**src/rtl/cc_asi_guard.sv**
```systemverilog
module cc_asi_guard #(
  parameter int          SETS      = 64,
  parameter int          VA_W      = 64,
  parameter int          DATA_W    = 64,
  parameter logic [7:0]  FLUSH_ASI = 8'h67
) (
  input  logic                     clk,
  input  logic                     rst_n,
  input  logic                     req_valid,
  input  logic [2:0]               req_op,
  input  logic [7:0]               req_asi,
  input  logic [VA_W-1:0]          req_va,
  input  logic                     req_priv,
  output logic                     req_ready,
  output logic                     resp_valid,
  output logic [1:0]               flt_kind,
  output logic [7:0]               flt_ftype,
  output logic [VA_W-1:0]          flt_addr,
  output logic                     rd_valid,
  output logic [DATA_W-1:0]        rd_data,
  output logic                     busy,
  output logic                     inv_en,
  output logic [$clog2(SETS)-1:0]  inv_idx
);

  localparam int IDX_W = $clog2(SETS);
  localparam logic [IDX_W-1:0] LAST = IDX_W'(SETS - 1);
  localparam logic [7:0] FT_BAD_SPACE = 8'h08;

  localparam logic [1:0] K_NONE = 2'd0;
  localparam logic [1:0] K_BAD  = 2'd1;
  localparam logic [1:0] K_PRIV = 2'd2;
  localparam logic [1:0] K_ALGN = 2'd3;

  logic       take, op_ok, is_st, hit_flush, bad_space, start;
  logic [1:0] kind_n;

  assign req_ready = ~busy;
  assign take      = req_valid & ~busy;
  assign op_ok     = req_op <= 3'd5;
  assign is_st     = op_ok & (req_op >= 3'd3);
  assign hit_flush = req_asi == FLUSH_ASI;
  assign bad_space = ~op_ok | (hit_flush & ~is_st);

  always_comb begin
    if (bad_space)              kind_n = K_BAD;
    else if (!req_priv)         kind_n = K_PRIV;
    else if (req_va[2:0] != '0) kind_n = K_ALGN;
    else                        kind_n = K_NONE;
  end

  assign start   = take & (kind_n == K_NONE) & is_st & hit_flush;
  assign inv_en  = busy;
  assign rd_data = '0;

  always_ff @(posedge clk) begin
    if (!rst_n) begin
      resp_valid <= 1'b0;
      flt_kind   <= K_NONE;
      flt_ftype  <= '0;
      flt_addr   <= '0;
      rd_valid   <= 1'b0;
    end else begin
      resp_valid <= take;
      flt_kind   <= take ? kind_n : K_NONE;
      flt_ftype  <= (take && kind_n == K_BAD) ? FT_BAD_SPACE : 8'h00;
      flt_addr   <= (take && kind_n != K_NONE) ? req_va : '0;
      rd_valid   <= take & (kind_n == K_NONE) & ~is_st;
    end
  end

  always_ff @(posedge clk) begin
    if (!rst_n) begin
      busy    <= 1'b0;
      inv_idx <= '0;
    end else if (start) begin
      busy    <= 1'b1;
      inv_idx <= '0;
    end else if (busy) begin
      if (inv_idx == LAST) busy <= 1'b0;
      else                 inv_idx <= inv_idx + 1'b1;
    end
  end

endmodule

```
**config.mk**
```make
export PLATFORM = sky130hd
export DESIGN_NAME = cc_asi_guard
export DESIGN_NICKNAME = d
export VERILOG_FILES = /design/src/rtl/cc_asi_guard.sv
export SDC_FILE = /design/constraint.sdc
export NUM_CORES = 1
export LEC_CHECK = 0
export CAP_MARGIN = 20
export CORE_ASPECT_RATIO = 0.9
export CORE_MARGIN = 2
export CORE_UTILIZATION = 35
export DETAILED_ROUTE_END_ITERATION = 10
export HOLD_SLACK_MARGIN = 0.12
export PLACE_DENSITY_LB_ADDON = 0.25
export SLEW_MARGIN = 30
export SYNTH_ARGS = -nofsm -noshare
export SYNTH_HDL_FRONTEND = slang
export SYNTH_SLANG_ARGS = --single-unit
```
**constraint.sdc**
```tcl
create_clock -name clk -period 3 [get_ports clk]
set_input_delay 0.75 -clock clk [delete_from_list [all_inputs] [get_ports clk]]
set_output_delay 0.75 -clock clk [all_outputs]
set_load 0.1 [all_outputs]
```
After elaboration in Yosys (flattened, before gate mapping)
Index checks and enable logic that the tools add are counted.
{ "classes": {"add_sub_neg": 1, "reduce_logical": 9, "n_bitwise": 13, "mux": 7, "magnitude_cmp": 2, "eq_ne": 3} }
{ "op_table": {"columns": ["op", "n"], "rows": [
  ["$eq 8x7->1 const B", 1],
  ["$and 1x1->1", 7],
  ["$add 6x1->6 const B", 1],
  ["$eq 6x6->1 const B", 1],
  ["$mux 2", 3],
  ["$reduce_and 2->1", 3],
  ["$not 1->1", 5],
  ["$mux 4", 1],
  ["$ge 3x2->1 const B", 1],
  ["$le 3x3->1 const B", 1],
  ["$mux 1", 3],
  ["$reduce_bool 3->1", 1],
  ["$eq 2x1->1 const B", 1],
  ["$logic_and 1x1->1", 2],
  ["$logic_not 2->1", 1],
  ["$reduce_bool 2->1", 1],
  ["$reduce_or 2->1", 1],
  ["$or 1x1->1", 1]
]} }
{ "totals": {"wordCells": 42, "out_inout_bits": 149, "inputBits": 79, "ff_bits": 83} }

Logic depth before layout (Yosys ltp)
Gate-level depths: netlist of run 1.
{ "depth": {"depth_word": 11, "depth_mapped": 5, "mapped_depth_nobuf": 5} }

Worst setup path before layout of run 1
No wires, ideal clock.
{ "synth_path": {"path_type": "reg-to-output", "start": "reg busy", "end": "out req_ready", "t_arrival_ps": 1724, "path_slack_ps": 526, "t_required_ps": 2250, "path_stages_with_launch": 2, "path_buffers": 0, "cell_sequence": "dfxtp_1 > inv_1"} }
{ "synth_via": {"elab_chain_len": 1} }
{ "synth_lines": {"columns": ["item", "line_no", "rtl"], "rows": [
  ["start, declared", "21", "output logic busy,"],
  ["start signal, assigned", "74", "busy <= 1'b0;"],
  ["start signal, assigned", "77", "busy <= 1'b1;"],
  ["start signal, assigned", "80", "if (inv_idx == LAST) busy <= 1'b0;"],
  ["$not 1->1", "38", "assign req_ready = ~busy;"],
  ["end, declared", "14", "output logic req_ready,"]
]} }
No other way between the ends.

Worst setup path in the final report of run 1
{ "layout_path": {"start": "in req_asi[4]", "end": "reg flt_addr[22]"} }
{ "layout_via": {"elab_chain_len": 7} }
{ "layout_lines": {"columns": ["item", "line_no", "rtl"], "rows": [
  ["start, declared", "11", "input logic [7:0] req_asi,"],
  ["$eq 8x7->1", "42", "assign hit_flush = req_asi == FLUSH_ASI;"],
  ["$and 1x1->1", "43", "assign bad_space = ~op_ok | (hit_flush & ~is_st);"],
  ["$or 1x1->1", "43", null],
  ["$mux 2", "46", "if (bad_space) kind_n = K_BAD;"],
  ["$reduce_bool 2->1", "67", "flt_addr <= (take && kind_n != K_NONE) ? req_va : '0;"],
  ["$logic_and 1x1->1", "67", null],
  ["$reduce_and 2->1 (no source line)", null, null],
  ["end signal, assigned", "67", null],
  ["end, declared", "18", "output logic [VA_W-1:0] flt_addr,"]
]} }
No other way between the ends.
A chain may end at the register's enable or synchronous reset.

==> metrics, run 1 <==
initial core utilization 0.358; Pwr Density 633 nW/um^2; Post-DRT Antenna Nets 0; site row count 31; Req. time, crit path 3.24 ns; DP Worst Slack 0.620 ns; CTS Hold Bufs 0; TritonCTS Buffers 9; Clock power frac 0.278; port bufs 156; Skew-Pair Late Insertion Delay 0.34 ns; CTS tree yes; Post-synth EDFFs 0; Psw 1.10 mW; via count 2041; placed inst area 4060 sq um; DP HPWL 4660 um; Largest delay share family, worst path buffers and inverters; Final Critical Period 2.02 ns; actual slew at the worst max-slew pin 0.578 ns; post-layout util 0.534; WS Path Type in2reg; Adder-Cell Fraction of Synth Area 0.00440; hold path start inv_idx[4]$_SDFFE_PP0P_; layout cell share with drive strength beyond 1 0.316; fin. max-slew vios 0; hold depth 2; maximum clock path buffer count 2; Final Cell Area 4240 sq um; multiplexer area fraction after synthesis 0.00704; Setup-failing EPs final 0; cts repair resizes 0; CTS Sinks 76; final wirelength 6170 um; Ys Warns 0; synthesized area per cell 10.7 sq um; Avg WL per Cell 11.7 um; power share of the sequential group 0.393; placer congestion estimate 0.758; initial DRC count 32; Comb pwr share 0.328; post-CTS setup buffers 0; largest net degree at the start of global routing 62; Synth Area in Compound Gates 0.0277; CP max-delay cell clkdlybuf4s50_1; Max transition margin 0.610; status finished clean; xor and xnor area share after synthesis 0.00308; largest family of logic cells by synthesized area simple AND/OR/NAND/NOR gates; Yosys reg bits 76; CTS H-Tree Depth 3; P_leak 2.02 nW; unrepaired setup endpoints after global routing no; ys async rst share 0; fin crit share 0.675; simple-gate share of the synthesized area 0.216; Cells after Synth 266; GRT Total Usage 0.129; CP max stage delay 0.44 ns; Pre-Repair DR Iteration Count 4; vias in the first global route 1653; WP buf/inv 2; CP arrival 2.26 ns; FF-to-FF Start inv_idx[0]$_SDFFE_PP0P_; antenna fix cells 0; synth-to-layout area growth 49.2%; first-pass GRT wire length 8630 um; Final TNS setup 0 ns; Post-Layout Cell Count 529; Hold EP inv_idx[4]$_SDFFE_PP0P_; count of different cell masters after synthesis 29; worst-path cell chain clkdlybuf4s50_1 > and4bb_1 > a32oi_2 > a21oi_4 > buf_12 > and2_2; P_int 1.59 mW; final worst slack 0.976 ns; Cell Area, Synth 2850 sq um; DIE WIDTH 99.0 um; core area 7950 sq um; Crit. End Element flip-flop; DIE AREA 8870 sq um; fin nets 506; Reg2Reg Depth 5; switching share of power 0.408; VDD IR-drop max 290 uV; Max FO, Critical Path 61; initial antenna violation count 0; register area share after synthesis 0.535; Hold Violations, Final 0; Placed Instances 514; Most used DFF post-synth dfxtp_1; # IOs 228; worst reg-to-reg setup slack 1.34 ns; GR Overflow Total 0; min-delay worst type reg2reg; DR vias/cell 3.86; startpoint types input port; clock root cell clkbuf_8; most frequent cells in the layout 78 x clkdlybuf4s50_1, 78 x buf_4, 76 x dfxtp_1; CTS clk-pin slew, worst paths 0.08 ns; Fmax 494 MHz; Residual DRC 0; Worst R2R End inv_idx[1]$_SDFFE_PP0P_; DIE HEIGHT 89.5 um; Max Cap Viol 0; Clock Skews 0.00758 ns
worst max-delay path by stage:
stage	from	to	slack [ns]	cells after the start
6_report	req_asi[4]	flt_addr[22]$_SDFF_PN0_	0.98	6
5_1_grt	req_asi[4]	flt_addr[43]$_SDFF_PN0_	0.93	6
4_1_cts	req_asi[4]	flt_addr[44]$_SDFF_PN0_	1.0	6
3_5_place_dp	req_asi[4]	flt_addr[44]$_SDFF_PN0_	0.62	6
3_3_place_gp	req_asi[4]	flt_addr[17]$_SDFF_PN0_	0.64	6
2_1_floorplan	busy$_SDFF_PN0_	req_ready	0.53	1
sequential cells by signal (all words and copies together), names as in the netlist:
register	cells
inv_idx	6
busy	1
flt_addr	64
rd_valid	1
flt_ftype	1
flt_kind	2
resp_valid	1
per-layer routing:
metal,global-route usage,share of wire
met1,0.159,0.41
met2,0.199,0.47
met3,0.0594,0.11
met4,0.0535,0.015
met5,0,0
stage by stage:
stage | hold slack, ns | power (mW)
6_report | 0.546 | 2.69
5_1_grt | 0.581 | 2.79
4_1_cts | 0.548 | 2.72
3_5_place_dp | 0.539 | 1.96
3_3_place_gp | 0.531 | 1.96
2_1_floorplan | 0.872 | 1.86
synthesized netlist by cell type, types with 3 or more instances:
| library cell | count | area share |
|---|---|---|
| and2_1 | 23 | 0.051 |
| nand2_1 | 4 | 0.0053 |
| and2_2 | 40 | 0.11 |
| clkbuf_2 | 6 | 0.011 |
| nor3_1 | 4 | 0.0070 |
| inv_1 | 4 | 0.0053 |
| buf_4 | 72 | 0.19 |
| a21oi_1 | 4 | 0.0070 |
| nand3_1 | 3 | 0.0053 |
| and3_1 | 3 | 0.0066 |
| nor2_1 | 5 | 0.0066 |
| dfxtp_1 | 76 | 0.53 |
power groups by stage:
stage          Sequential, mW  Clock, mW  Combinational [mW]
3_3_place_gp             1.08          0               0.880
2_1_floorplan            1.36          0               0.502
6_report                 1.06      0.748               0.882
5_1_grt                  1.06      0.826               0.905
4_1_cts                  1.06      0.784               0.884
3_5_place_dp             1.08          0               0.882
logic make-up (layout without fill, tap and decap cells):
logic type / Yosys count / after routing
muxes: 2 / 2
and+or+nand+nor: 92 / 92
adders and majority gates: 1 / 1
buffers and inverters: 82 / 176
AOI/OAI and AO/OA: 11 / 11
DFF: 76 / 76
xor gates and xnor gates: 1 / 1
other: 1 / 71
layout make-up:
| class | instances | area [sq um] |
|---|---|---|
| timing repair buffer | 157 | 1390 |
| clock inverter | 6 | 65.1 |
| tap | 99 | 124 |
| sequential | 76 | 1520 |
| inverter | 4 | 15.0 |
| fill | 720 | 3710 |
| multi-input combinational | 178 | 1010 |
| clock buffer | 9 | 124 |
tightest hold or removal path: cells and delay by family (launching register included):
kind | cells | cell delay (ns)
AOI/OAI and AO/OA | 1 | 0.06
buffers and inverters | 1 | 0.08
DFF | 1 | 0.36
No activity file was read; power rests on OpenSTA's default activity.
==> run 2, diff against run 1 <==
Settings changed: CORE_UTILIZATION 35 to 30.
Clock period 3 ns to 1.84 ns, I/O delays scaled along.
==> metrics, run 2 (synthesized netlist as in run 1, its figures left out) <==
status finished clean; fin nets 517; Largest delay share family, worst path simple AND/OR/NAND/NOR gates; CTS clk-pin slew, worst paths 0.08 ns; maximum clock path buffer count 2; Worst R2R End inv_idx[1]$_SDFFE_PP0P_; antenna fix cells 0; Post-DRT Antenna Nets 0; WS Path Type in2reg; Skew-Pair Late Insertion Delay 0.34 ns; Final Critical Period 1.67 ns; min-delay worst type reg2reg; Largest register FFs 64; Psw 1.91 mW; unrepaired setup endpoints after global routing no; CTS Sinks 76; cts repair resizes 0; switching share of power 0.394; register bank with the most flops flt_addr; initial core utilization 0.310; fin crit share 0.910; VDD IR-drop max 402 uV; placer congestion estimate 0.725; Setup-failing EPs final 0; initial antenna violation count 0; DIE HEIGHT 96.4 um; Hold Violations, Final 0; clock root cell clkbuf_8; TritonCTS Buffers 9; initial DRC count 50; vias in the first global route 2021; port bufs 156; worst-path cell chain clkdlybuf4s50_1 > nor3_1 > and2_1 > buf_4 > a41o_1 > nor3_1; CTS H-Tree Depth 3; Req. time, crit path 2.07 ns; CP max stage delay 0.42 ns; WP buf/inv 2; via count 2137; CP arrival 1.90 ns; Clock power frac 0.303; most common cell after layout, fill and taps aside buf_12; Comb pwr share 0.334; Max FO, Critical Path 6; most frequent CP cell nor3_1; DIE WIDTH 107 um; Reg2Reg Depth 6; core area 9170 sq um; CTS tree yes; Pre-Repair DR Iteration Count 4; fin. max-slew vios 0; P_int 2.93 mW; worst reg-to-reg setup slack 0.41 ns; post-layout util 0.588; startpoint types input port; Avg WL per Cell 13.1 um; P_leak 2.34 nW; DIE AREA 10300 sq um; hold depth 2; CTS Hold Bufs 0; CP max-delay cell clkdlybuf4s50_1; GRT Total Usage 0.141; Critical Path Stages 6; placed inst area 5160 sq um; Residual DRC 0; final wirelength 7370 um; crit path capture inv_idx[5]$_SDFFE_PP0P_; largest net degree at the start of global routing 32; FF-to-FF Start inv_idx[0]$_SDFFE_PP0P_; site row count 33; Max Cap Viol 0; Final Cell Area 5390 sq um; most frequent cells in the layout 80 x buf_12, 78 x clkdlybuf4s50_1, 71 x conb_1; synth-to-layout area growth 89.5%; Fmax 597 MHz; post-CTS setup buffers 0; Top Registers flt_addr x64, inv_idx x6, flt_kind x2; power share of the sequential group 0.363; # IOs 228; Clock Skews 0.00420 ns; GR Overflow Total 0; Crit. End Element flip-flop; first-pass GRT wire length 10800 um; DR vias/cell 3.79; Pwr Density 898 nW/um^2; layout cell share with drive strength beyond 1 0.348; crit path from req_va[1]; DP HPWL 5990 um
run 2: through the flow:
| stage | TNS [ns] | setup slack [ns] | std cells | hold slack, ns | power [mW] |
|---|---|---|---|---|---|
| global route | 0 | 0.0852 | 564 | 0.572 | 5.03 |
| global placement | -10.63 | -0.193 | 548 | 0.513 | 3.41 |
| detailed placement | -11.45 | -0.207 | 548 | 0.524 | 3.42 |
| floorplan | -0.0368 | -0.0368 | 336 | 0.582 | 3.03 |
| CTS | 0 | 0.173 | 564 | 0.540 | 4.91 |
| finish | 0 | 0.165 | 564 | 0.539 | 4.85 |
run 2: power groups by stage:
stage | Clock (mW) | Sequential, mW | Combinational (mW)
2_1_floorplan | 0 | 2.22 | 0.819
3_3_place_gp | 0 | 1.80 | 1.61
3_5_place_dp | 0 | 1.80 | 1.62
4_1_cts | 1.53 | 1.76 | 1.62
5_1_grt | 1.60 | 1.76 | 1.66
6_report | 1.47 | 1.76 | 1.62
run 2: worst reg2reg max path, cell delays in order, from the launching register on:
cell and delay, ns:
dfxtp_2 0.39, ha_1 0.26, nand3_1 0.11, o21ai_0 0.15, buf_4 0.16, mux2i_1 0.19, nor2_1 0.05
run 2: final cells by class:
type,instances,area [sq um]
sequential,76,1530
fill,770,3770
inverter,4,15.0
clock buffer,9,124
tap,122,153
multi-input combinational,178,1010
clock inverter,7,106
timing repair buffer,168,2460
run 2: worst min-delay path by stage:
stage / from / end / slack (ns)
floorplan: req_va[10] / flt_addr[10]$_SDFF_PN0_ / 0.58
global placement: inv_idx[4]$_SDFFE_PP0P_ / inv_idx[4]$_SDFFE_PP0P_ / 0.51
detailed placement: inv_idx[4]$_SDFFE_PP0P_ / inv_idx[4]$_SDFFE_PP0P_ / 0.52
CTS: inv_idx[4]$_SDFFE_PP0P_ / inv_idx[4]$_SDFFE_PP0P_ / 0.54
global route: inv_idx[4]$_SDFFE_PP0P_ / inv_idx[4]$_SDFFE_PP0P_ / 0.57
finish: inv_idx[4]$_SDFFE_PP0P_ / inv_idx[4]$_SDFFE_PP0P_ / 0.54
run 2: metal layers:
layer	wire, um	track usage
met2	3500	0.236
met5	0	0
met3	916	0.0651
met4	128	0.0649
met1	2820	0.156
==> run 3, diff against run 2 <==
Settings changed: CELL_PAD_IN_SITES_DETAIL_PLACEMENT set to 1, CELL_PAD_IN_SITES_GLOBAL_PLACEMENT set to 2, CORE_UTILIZATION 30 to 16.
==> metrics, run 3 (synthesized netlist as in run 1, its figures left out) <==
status finished clean; clock root cell clkbuf_16; Setup-failing EPs final 0; most frequent cells in the layout 79 x buf_12, 78 x clkdlybuf4s50_1, 71 x conb_1; via count 2189; DR vias/cell 3.21; Comb pwr share 0.311; Req. time, crit path 2.07 ns; cts repair resizes 0; min-delay worst type reg2reg; Final Critical Period 1.72 ns; post-CTS setup buffers 0; DP HPWL 6760 um; Pre-Repair DR Iteration Count 2; synth-to-layout area growth 97.1%; Pwr Density 931 nW/um^2; DIE WIDTH 145 um; power share of the sequential group 0.337; CP arrival 1.95 ns; Final Cell Area 5610 sq um; initial DRC count 20; CTS H-Tree Depth 3; Hold Violations, Final 0; port bufs 156; startpoint types input port; layout cell share with drive strength beyond 1 0.348; Hold WS 0.536 ns; CTS tree yes; Worst R2R End inv_idx[5]$_SDFFE_PP0P_; CTS Sinks 76; DIE HEIGHT 131 um; CTS Hold Bufs 0; # IOs 228; Top Registers flt_addr x64, inv_idx x6, flt_kind x2; Hold EP inv_idx[4]$_SDFFE_PP0P_; Max FO, Critical Path 56; Psw 1.98 mW; P_int 3.25 mW; Final Total Pwr 5.22 mW; post-layout util 0.321; Clock Skews 0.00559 ns; placer congestion estimate 0.762; placed inst area 5300 sq um; hold depth 2; Max Cap Viol 0; initial antenna violation count 0; FF-to-FF Start busy$_SDFF_PN0_; most common cell after layout, fill and taps aside buf_12; VDD IR-drop max 384 uV; worst reg-to-reg setup slack 0.38 ns; first-pass GRT wire length 11700 um; hold path start inv_idx[4]$_SDFFE_PP0P_; Reg2Reg Depth 4; Crit. End Element flip-flop; Placed Instances 666; initial core utilization 0.163; Residual DRC 0; Post-DRT Antenna Nets 0; GR Overflow Total 0; largest net degree at the start of global routing 57; register bank with the most flops flt_addr; vias in the first global route 1984; Fmax 580 MHz; CTS clk-pin slew, worst paths 0.06 ns; Skew-Pair Late Insertion Delay 0.34 ns; final wirelength 8420 um; Avg WL per Cell 12.3 um; fin crit share 0.937; DIE AREA 18900 sq um; fin. max-slew vios 0; TritonCTS Buffers 9; WS Path Type in2reg; fin nets 517; GRT Total Usage 0.0852; maximum clock path buffer count 2; Post-Layout Cell Count 682; Largest register FFs 64; site row count 46; unrepaired setup endpoints after global routing no; P_leak 2.38 nW; antenna fix cells 0; switching share of power 0.379; Clock power frac 0.353; core area 17500 sq um
-- run 3: area by class of cell --
cell class | count | area (sq um)
Clock inverter | 6 | 72.6
Tap cell | 240 | 300
Fill cell | 1952 | 11900
Inverter | 4 | 15.0
Multi-Input combinational cell | 178 | 1010
Timing Repair Buffer | 168 | 2440
Sequential cell | 76 | 1530
Clock buffer | 10 | 239
-- run 3: metrics by stage --
| step | worst slack, ns | TNS (ns) |
|---|---|---|
| after CTS | 0.125 | 0 |
| after detailed placement | -0.239 | -13.98 |
| final | 0.115 | 0 |
| after global placement | -0.221 | -13.15 |
| after global routing | 0.0382 | 0 |
| after floorplan | -0.0368 | -0.0368 |
-- run 3: power groups by stage --
stage	registers (mW)	clock network (mW)	logic (mW)
floorplan	2.22	0	0.819
global route	1.76	2.00	1.67
global placement	1.80	0	1.62
finish	1.76	1.84	1.62
CTS	1.76	1.93	1.63
detailed placement	1.80	0	1.63
-- run 3: per-layer routing --
| metal | vias to the layer above | track usage | share of wire |
|---|---|---|---|
| met5 | - | 0 | 0 |
| met2 | 144 | 0.123 | 0.44 |
| li1 | 1041 | - | - |
| met3 | 10 | 0.0317 | 0.092 |
| met1 | 994 | 0.112 | 0.45 |
| met4 | 0 | 0.0411 | 0.017 |
-- run 3: critical path, cell delays in order --
cell             delay (ns)
clkdlybuf4s50_1        0.45
and4bb_1               0.23
a32oi_2                0.29
a21oi_4                0.11
buf_12                 0.18
and2_2                 0.21
-- run 3: worst max path at each step --
stage	slack [ns]	from	to
2_1_floorplan	-0.04	inv_idx[2]$_SDFFE_PP0P_	inv_idx[1]$_SDFFE_PP0P_
3_5_place_dp	-0.24	req_asi[4]	flt_addr[18]$_SDFF_PN0_
6_report	0.12	req_asi[4]	flt_addr[59]$_SDFF_PN0_
3_3_place_gp	-0.22	req_asi[4]	flt_addr[58]$_SDFF_PN0_
4_1_cts	0.12	req_asi[4]	flt_addr[59]$_SDFF_PN0_
5_1_grt	0.04	req_asi[4]	flt_addr[55]$_SDFF_PN0_
